===== src/rtl/tone_steer_pkg.sv =====
package tone_steer_pkg;
  typedef enum logic [1:0] {
    ST_WAIT   = 2'd0,
    ST_SETTLE = 2'd1,
    ST_HELD   = 2'd2
  } st_e;

  localparam int unsigned NUM_GUARDS = 2;
  localparam int unsigned G_ON  = 0;
  localparam int unsigned G_OFF = 1;
endpackage


===== src/rtl/tone_steer_timer.sv =====
module tone_steer_timer #(
  parameter int unsigned W = 16
) (
  input  logic         clk_i,
  input  logic         rst_ni,
  input  logic         en_i,
  input  logic         clr_i,
  input  logic [W-1:0] limit_i,
  output logic         hit_o
);
  logic [W-1:0] cnt_q;
  logic [W-1:0] lim_m1;

  // a limit of zero behaves as one
  assign lim_m1 = (limit_i == '0) ? '0 : limit_i - W'(1);
  assign hit_o  = en_i && (cnt_q >= lim_m1);

  always_ff @(posedge clk_i or negedge rst_ni) begin
    if (!rst_ni) begin
      cnt_q <= '0;
    end else if (clr_i) begin
      cnt_q <= '0;
    end else if (en_i && (cnt_q != '1)) begin
      cnt_q <= cnt_q + W'(1);
    end
  end
endmodule


===== src/rtl/tone_steer_fsm.sv =====
module tone_steer_fsm
  import tone_steer_pkg::*;
#(
  parameter int unsigned SETTLE_CYC = 2
) (
  input  logic clk_i,
  input  logic rst_ni,
  input  logic tone_i,
  input  logic on_hit_i,
  input  logic off_hit_i,
  output logic on_en_o,
  output logic on_clr_o,
  output logic off_en_o,
  output logic off_clr_o,
  output logic latch_o,
  output logic set_o,
  output logic drop_o
);
  localparam int unsigned SW = $clog2(SETTLE_CYC + 1);

  st_e           st_q, st_d;
  logic [SW-1:0] stl_q, stl_d;
  logic          stl_done;

  assign stl_done = (stl_q == SW'(SETTLE_CYC - 1));

  always_comb begin
    on_en_o   = (st_q == ST_WAIT) && tone_i;
    on_clr_o  = (st_q != ST_WAIT) || !tone_i || on_hit_i;
    off_en_o  = (st_q == ST_HELD) && !tone_i;
    off_clr_o = (st_q != ST_HELD) || tone_i || off_hit_i;
    latch_o   = (st_q == ST_WAIT) && on_hit_i;
    set_o     = (st_q == ST_SETTLE) && stl_done;
    drop_o    = (st_q == ST_HELD) && off_hit_i;
  end

  always_comb begin
    st_d  = st_q;
    stl_d = stl_q;
    unique case (st_q)
      ST_WAIT: begin
        if (on_hit_i) begin
          st_d  = ST_SETTLE;
          stl_d = '0;
        end
      end
      ST_SETTLE: begin
        // detect input deliberately ignored here
        if (stl_done) st_d = ST_HELD;
        else          stl_d = stl_q + SW'(1);
      end
      ST_HELD: begin
        if (off_hit_i) st_d = ST_WAIT;
      end
      default: st_d = ST_WAIT;
    endcase
  end

  always_ff @(posedge clk_i or negedge rst_ni) begin
    if (!rst_ni) begin
      st_q  <= ST_WAIT;
      stl_q <= '0;
    end else begin
      st_q  <= st_d;
      stl_q <= stl_d;
    end
  end
endmodule


===== src/rtl/tone_steer_out.sv =====
module tone_steer_out #(
  parameter int unsigned CODE_W = 4
) (
  input  logic              clk_i,
  input  logic              rst_ni,
  input  logic              latch_i,
  input  logic              set_i,
  input  logic              drop_i,
  input  logic [CODE_W-1:0] code_i,
  input  logic              irq_en_i,
  output logic [CODE_W-1:0] rx_code_o,
  output logic              valid_o,
  output logic              irq_no
);
  logic [CODE_W-1:0] rx_q;
  logic              vld_q;

  always_ff @(posedge clk_i or negedge rst_ni) begin
    if (!rst_ni) begin
      rx_q  <= '0;
      vld_q <= 1'b0;
    end else begin
      if (latch_i) rx_q <= code_i;
      if (set_i)       vld_q <= 1'b1;
      else if (drop_i) vld_q <= 1'b0;
    end
  end

  assign rx_code_o = rx_q;
  assign valid_o   = vld_q;
  assign irq_no    = ~(vld_q & irq_en_i);
endmodule


===== src/rtl/tone_steer.sv =====
module tone_steer
  import tone_steer_pkg::*;
#(
  parameter int unsigned CODE_W     = 4,
  parameter int unsigned GUARD_W    = 16,
  parameter int unsigned SETTLE_CYC = 2
) (
  input  logic               clk_i,
  input  logic               rst_ni,
  input  logic               tone_det_i,
  input  logic [CODE_W-1:0]  code_i,
  input  logic [GUARD_W-1:0] on_guard_i,
  input  logic [GUARD_W-1:0] off_guard_i,
  input  logic               irq_en_i,
  output logic [CODE_W-1:0]  rx_code_o,
  output logic               valid_o,
  output logic               irq_no
);
  logic [NUM_GUARDS-1:0] g_en, g_clr, g_hit;
  logic [GUARD_W-1:0]    g_lim [NUM_GUARDS];
  logic                  latch, set_flag, drop_flag;

  assign g_lim[G_ON]  = on_guard_i;
  assign g_lim[G_OFF] = off_guard_i;

  for (genvar g = 0; g < NUM_GUARDS; g++) begin : g_timer
    tone_steer_timer #(.W(GUARD_W)) u_tmr (
      .clk_i   (clk_i),
      .rst_ni  (rst_ni),
      .en_i    (g_en[g]),
      .clr_i   (g_clr[g]),
      .limit_i (g_lim[g]),
      .hit_o   (g_hit[g])
    );
  end

  tone_steer_fsm #(.SETTLE_CYC(SETTLE_CYC)) u_fsm (
    .clk_i     (clk_i),
    .rst_ni    (rst_ni),
    .tone_i    (tone_det_i),
    .on_hit_i  (g_hit[G_ON]),
    .off_hit_i (g_hit[G_OFF]),
    .on_en_o   (g_en[G_ON]),
    .on_clr_o  (g_clr[G_ON]),
    .off_en_o  (g_en[G_OFF]),
    .off_clr_o (g_clr[G_OFF]),
    .latch_o   (latch),
    .set_o     (set_flag),
    .drop_o    (drop_flag)
  );

  tone_steer_out #(.CODE_W(CODE_W)) u_out (
    .clk_i     (clk_i),
    .rst_ni    (rst_ni),
    .latch_i   (latch),
    .set_i     (set_flag),
    .drop_i    (drop_flag),
    .code_i    (code_i),
    .irq_en_i  (irq_en_i),
    .rx_code_o (rx_code_o),
    .valid_o   (valid_o),
    .irq_no    (irq_no)
  );
endmodule


===== config.mk =====
export PLATFORM = sky130hd
export DESIGN_NAME = tone_steer
export DESIGN_NICKNAME = d
export VERILOG_FILES = /design/src/rtl/tone_steer_pkg.sv /design/src/rtl/tone_steer_timer.sv /design/src/rtl/tone_steer_fsm.sv /design/src/rtl/tone_steer_out.sv /design/src/rtl/tone_steer.sv
export SDC_FILE = /design/constraint.sdc
export NUM_CORES = 1
export LEC_CHECK = 0
export BUFFER_PORTS_ARGS = -buffer_cell sky130_fd_sc_hd__buf_2
export CORE_AREA = 10 10 90 92
export DETAILED_ROUTE_END_ITERATION = 6
export DIE_AREA = 0 0 100 102
export PLACE_DENSITY_LB_ADDON = 0.12
export SLEW_MARGIN = 20
export SYNTH_ARGS = -nofsm -noshare
export SYNTH_HDL_FRONTEND = slang
export SYNTH_SLANG_ARGS = --single-unit

===== constraint.sdc =====
create_clock -name clk_i -period 6 [get_ports clk_i]
set_clock_uncertainty 0.1 [all_clocks]
set_input_delay 0.6 -clock clk_i [delete_from_list [all_inputs] [get_ports clk_i]]
set_output_delay 0.6 -clock clk_i [all_outputs]
set_load 0.01 [all_outputs]

After elaboration in Yosys (flattened, before gate mapping). Cells that the tools add are included. Widths: inputs -> output; s select.

Add/subtract/negate cells: 5. Multipliers: 0. Div/mod/pow operators: 0. Order comparisons: 2. Equality and inequality tests: 10. Shift operators: 0. Muxes and demuxes: 15. Bitwise logic cells: 2. Reduce and logical (&&, ||, !) cells: 24.

Operators by type and width (number): $mux 16 (6); $add 16x1->16 const B (2); $ge 16x16->1 (2); $logic_not 16->1 (2); $ne 16x16->1 const B (2); $sub 16x1->16 const B (2); $mux 2 (5); $reduce_bool 2->1 (5); $logic_and 1x1->1 (9); $ne 2x1->1 const B (3); $pmux 2 s3 (1); $reduce_and 3->1 (2); $eq 2x1->1 const B (2); $logic_or 1x1->1 (4); $ne 2x2->1 const B (2); $pmux 2 s2 (1); $add 2x1->2 const B (1); $eq 2x2->1 const B (1); $logic_not 2->1 (1); $mux 1 (2); $and 1x1->1 (1); $logic_not 1->1 (1); $not 1->1 (1).

Register bits after elaboration: 41. Latch bits: 0. Memory bits (writable): 0. Bits in read-only memories: 0. Word-level logic and storage cells: 64. Memories kept: 0.

Longest topological paths before layout.
Depth after elaboration: 7. Depth in mapped cells: 13. Gate-level depth less buffers: 12.

Cells and area by module. A second synthesis with hierarchy kept.

Cell total of the unflattened synthesis: 426. Area, all modules: 3638.5 µm².

By module, submodules not included: tone_steer_timer at g_timer[1].u_tmr (instances 1, cells each 195, area an instance 1609.0 µm²); tone_steer_timer at g_timer[0].u_tmr (instances 1, cells each 193, area an instance 1579.0 µm²); tone_steer_fsm (instances 1, cells each 26, area an instance 265.3 µm²); tone_steer_out (instances 1, cells each 12, area an instance 185.2 µm²).

Worst setup path before layout. OpenSTA, ideal clock, no wires.

Path type: input port to flip-flop. From: input off_guard_i[3]. To: register g_timer[1].u_tmr.cnt_q[0]. Library setup time: 0.136 ns. Data arrival time: 3.361 ns. Required time: 5.764 ns. Path slack: 2.403 ns. Stages: 12. Path buffers: 1. Cells stage by stage: or4_1 > nand2b_1 > nor4_1 > xor2_1 > nand2_1 > ha_1 > nand4_1 > nor3_1 > o2111ai_1 > o211ai_1 > clkbuf_1 > nor3_1.

Word-level cells in the longest chain between the ends: 6. Elaborated cells on any way between the ends: 8. Classes of those cells: add/sub: 1; order compare: 1; mux: 2; reduce/logical: 4.

RTL lines: start: declaration (RTL line tone_steer.sv:13) `input logic [GUARD_W-1:0] off_guard_i,`; $sub 16x1->16 or $logic_not 16->1 (tied branches) (RTL line tone_steer_timer.sv:15) `assign lim_m1 = (limit_i == '0) ? '0 : limit_i - W'(1);`; $mux 16 (*) (RTL line tone_steer_timer.sv:15); $ge 16x16->1 (*) (RTL line tone_steer_timer.sv:16) `assign hit_o = en_i && (cnt_q >= lim_m1);`; $logic_and 1x1->1 (*) (RTL line tone_steer_timer.sv:16); $logic_or 1x1->1 (*) (RTL line tone_steer_fsm.sv:31) `off_clr_o = (st_q != ST_HELD) || tone_i || off_hit_i;`; $mux 16 or $reduce_bool 2->1 (tied branches); end signal: assignment (RTL line tone_steer_timer.sv:24) `cnt_q <= cnt_q + W'(1);`; end: declaration (RTL line tone_steer_timer.sv:11) `logic [W-1:0] cnt_q;`.

Every way passes the cells marked *; elsewhere a longest branch is shown, timed or not. A chain may end at the register's enable or synchronous reset.

Worst setup path in the final report.
From: input on_guard_i[9]. To: register g_timer[0].u_tmr.cnt_q[6].

Word-level cells in the longest chain between the ends: 6. Elaborated cells on any way between the ends: 8. Classes of those cells: add/sub: 1; order compare: 1; mux: 2; reduce/logical: 4.

RTL lines: start: declaration (RTL line tone_steer.sv:12) `input logic [GUARD_W-1:0] on_guard_i,`; $sub 16x1->16 or $logic_not 16->1 (tied branches) (RTL line tone_steer_timer.sv:15); $mux 16 (*) (RTL line tone_steer_timer.sv:15); $ge 16x16->1 (*) (RTL line tone_steer_timer.sv:16); $logic_and 1x1->1 (*) (RTL line tone_steer_timer.sv:16); $logic_or 1x1->1 (*) (RTL line tone_steer_fsm.sv:29) `on_clr_o = (st_q != ST_WAIT) || !tone_i || on_hit_i;`; $mux 16 or $reduce_bool 2->1 (tied branches); end signal: assignment (RTL line tone_steer_timer.sv:24); end: declaration (RTL line tone_steer_timer.sv:11).

Marks and branches as above.

==> results.ini <==
[logic_synthesis]
synthesis.area_um2 = 3669
synth_edf_count = 0
synth_cell_types = 58
synth.net_count = 520
seq_area_frac_synth_pct = 27.97
syn_area_per_cell_um2 = 8.319
synth_ff_type = dfrtp_1
yosys_warnings = 0
syn-instance-count = 441
ys_seq_elements = 41
ys_async_sr_fraction_pct = 100.0

[power]
p_sw_mw = 0.1693
pwr-share-seq_pct = 50.8
swShare_pct = 28.97
pwr-share-comb_pct = 17.8
power.leakage_nw = 1.834
clkPwrFrac_pct = 31.4
p_int_mw = 0.4151
powerDensity_nw_per_um2 = 144.1
ir_drop_mv = 0.1041

[timing]
setup_slack_ns = 1.920
slew_headroom_pct = 39.27
worst_pin_slew_ns = 0.9109
max_freq_mhz = 245.1
fin_crit_sh_pct = 68.00
fin_crit_ns = 4.080
fin_tns_setup_ns = 0
rsz0062_at_grt = false
finalHoldViolations = 0
setup_violations = 0
drv_slew = 0

[cells_and_area]
final_cell_area_um2 = 4055
layout_common_cells = nand2_1, buf_2, dfrtp_1
syn_to_final_growth_pct = 10.54
drive_gt1_share_pct = 13.91
final_common_cell = nand2_1
n_antenna_cell = 0
instances_no_fill = 566
fin_util_pct = 64.60
nNetsFinal = 567

[global_routing]
track_usage_pct = 16.17
first_global_vias = 3245
grt_overflow = 0
grt_pass1_wl_mm = 14.12
antenna_found_initial = 0
grt_max_degree = 42

[die]
start_util_pct = 58.44
core_um2 = 6277
die_y_um = 102
num_rows = 29
ios = 46
die-area_um2 = 10200
chipWidth_um = 100

[clock_tree]
clk_pin_slew_worst_paths_ns = 0.08
cts_tree = done
cts-resized-gates = 0
cts_buffers = 5
cts.sinks = 41
cts_max_level = 2
holdBufCountCts = 0
clkLatencyLatePin_ns = 0.30
post_cts_buffers = 0
clockRootBuffer = clkbuf_8
clock_path_buffers = 2

[run_status]
status = finished clean

[setup_path]
crit_chain = buf_2 -> or4_4 -> or4_4 -> nor2_4 -> nand3_2 -> nand2_1 -> ha_1 -> a211oi_1 -> o21bai_1 -> o31ai_1 -> o211ai_2 -> nor3_1
critPathMaxFanout = 16
path_class = input port to register
max_stage_delay_ns = 0.62
crit_top_cell = or4_4
cp_data_required_time_ns = 6.12
cp-start-kind = input port
critical_path_arrival_ns = 4.20
critPathSlowestCell = o31ai_1
crit_path_end_kind = register

[min_path]
hold_class = input port to async pin

[placed_design]
dp_hpwl_mm = 6.442
postPlaceCellArea_um2 = 3961
pre_cts_slack_ns = 1.563
placed_cells = 557
portBuffers = 45
place.gp.congestion = 0.8429

[drt]
drc_errors = 0
viasPerCell = 5.875
postRouteAntennaNets = 0
drt_iter0_markers = 83
wire_per_inst_um = 14.33
first_pass_iters = 4
num_vias = 3325
wirelength_mm = 8.113

[run]
cap_viol_max_count = 0

-- metal layers --
layer	GRT usage, %	share of wire, %	vias to the layer above
met5	0	0	-
met4	5.870	1.7	0
met3	2.699	4.7	11
met2	28.17	48	66
met1	19.67	46	1532
li1	-	-	1716
-- per-stage QoR --
step                      hold slack, ns  power [mW]
final                             0.3263      0.5844
after detailed placement          0.4045      0.4071
after floorplan                   0.2044      0.3629
after global placement            0.3916      0.4034
after CTS                         0.3621      0.5887
after global routing              0.4057      0.6147
-- synthesized netlist by cell type (2+ instances only) --
cell type,n,area (µm²)
a2111oi_0,2,17.52
a211oi_1,5,37.54
a21boi_0,2,15.01
a21o_1,4,30.03
a21oi_1,19,95.09
a22o_1,4,35.03
a31oi_1,3,18.77
a41oi_1,2,17.52
and2_1,6,37.54
and3_1,11,68.82
buf_2,2,10.01
clkbuf_1,4,15.01
dfrtp_1,41,1026
ha_1,39,488.0
inv_1,7,26.28
mux2i_1,10,100.1
nand2_1,55,206.5
nand2_2,3,18.77
nand2b_1,11,68.82
nand3_1,23,115.1
nand3b_1,2,15.01
nand4_1,7,43.79
nor2_1,36,135.1
nor2b_1,4,25.02
nor3_1,32,160.2
nor3b_1,2,15.01
nor4_1,7,43.79
nor4b_1,6,52.55
o2111ai_1,2,17.52
o211ai_1,2,15.01
o21ai_0,19,95.09
o21bai_1,3,22.52
o31ai_1,2,15.01
or4_1,3,22.52
or4_4,2,22.52
xnor2_1,20,175.2
xor2_1,18,157.7
-- worst paths after layout --
check | startpoint | to | slack [ns] | cells past startpoint
max | on_guard_i[9] | g_timer[0].u_tmr.cnt_q[6] | 1.92 | 12
min | rst_ni | g_timer[0].u_tmr.cnt_q[8] | 0.33 | 1
max reg2reg | g_timer[0].u_tmr.cnt_q[5] | g_timer[0].u_tmr.cnt_q[6] | 3.37 | 6
min reg2reg | u_fsm.stl_q[0] | u_fsm.stl_q[0] | 0.41 | 1
max in group asynchronous | rst_ni | u_out.valid_o | 4.91 | 1
min in group clk_i | u_fsm.stl_q[0] | u_fsm.stl_q[0] | 0.41 | 1
-- final cells by class --
| class | instances | area (µm²) |
|---|---|---|
| Sequential cell | 41 | 1026 |
| Inverter | 7 | 26.28 |
| Multi-Input combinational cell | 386 | 2580 |
| Clock inverter | 3 | 17.52 |
| Clock buffer | 5 | 68.82 |
| Fill cell | 569 | 2222 |
| Timing Repair Buffer | 47 | 240.2 |
| Tap cell | 77 | 96.34 |
-- critical path: cells and delay by family --
| family | cells | cell delay (ns) |
|---|---|---|
| fa+ha+maj | 1 | 0.25 |
| compound gates | 4 | 1.41 |
| buf+inv | 1 | 0.12 |
| simple gates | 6 | 1.80 |
-- power by group through the flow --
stage / combinational, mW / clock [mW] / sequential [mW]
global route: 0.122 / 0.195 / 0.298
CTS: 0.106 / 0.186 / 0.297
detailed placement: 0.105 / 0 / 0.302
global placement: 0.102 / 0 / 0.302
finish: 0.104 / 0.183 / 0.297
floorplan: 0.0612 / 0 / 0.302
-- sequential cells by signal (all words and copies together) (netlist names) --
signal / flops
g_timer.u_tmr.cnt_q: 32
u_fsm.st_q: 2
u_fsm.stl_q: 2
u_out.rx_code_o: 4
u_out.valid_o: 1
-- cell families after synthesis --
family	after synthesis	synth area share (%)
fa+ha+maj	39	13.30
buf+inv	14	1.705
flops	41	27.97
simple gates	221	31.41
xor+xnor	38	9.072
compound gates	78	13.81
mux	10	2.729
Power figures use the tool's default switching activity.
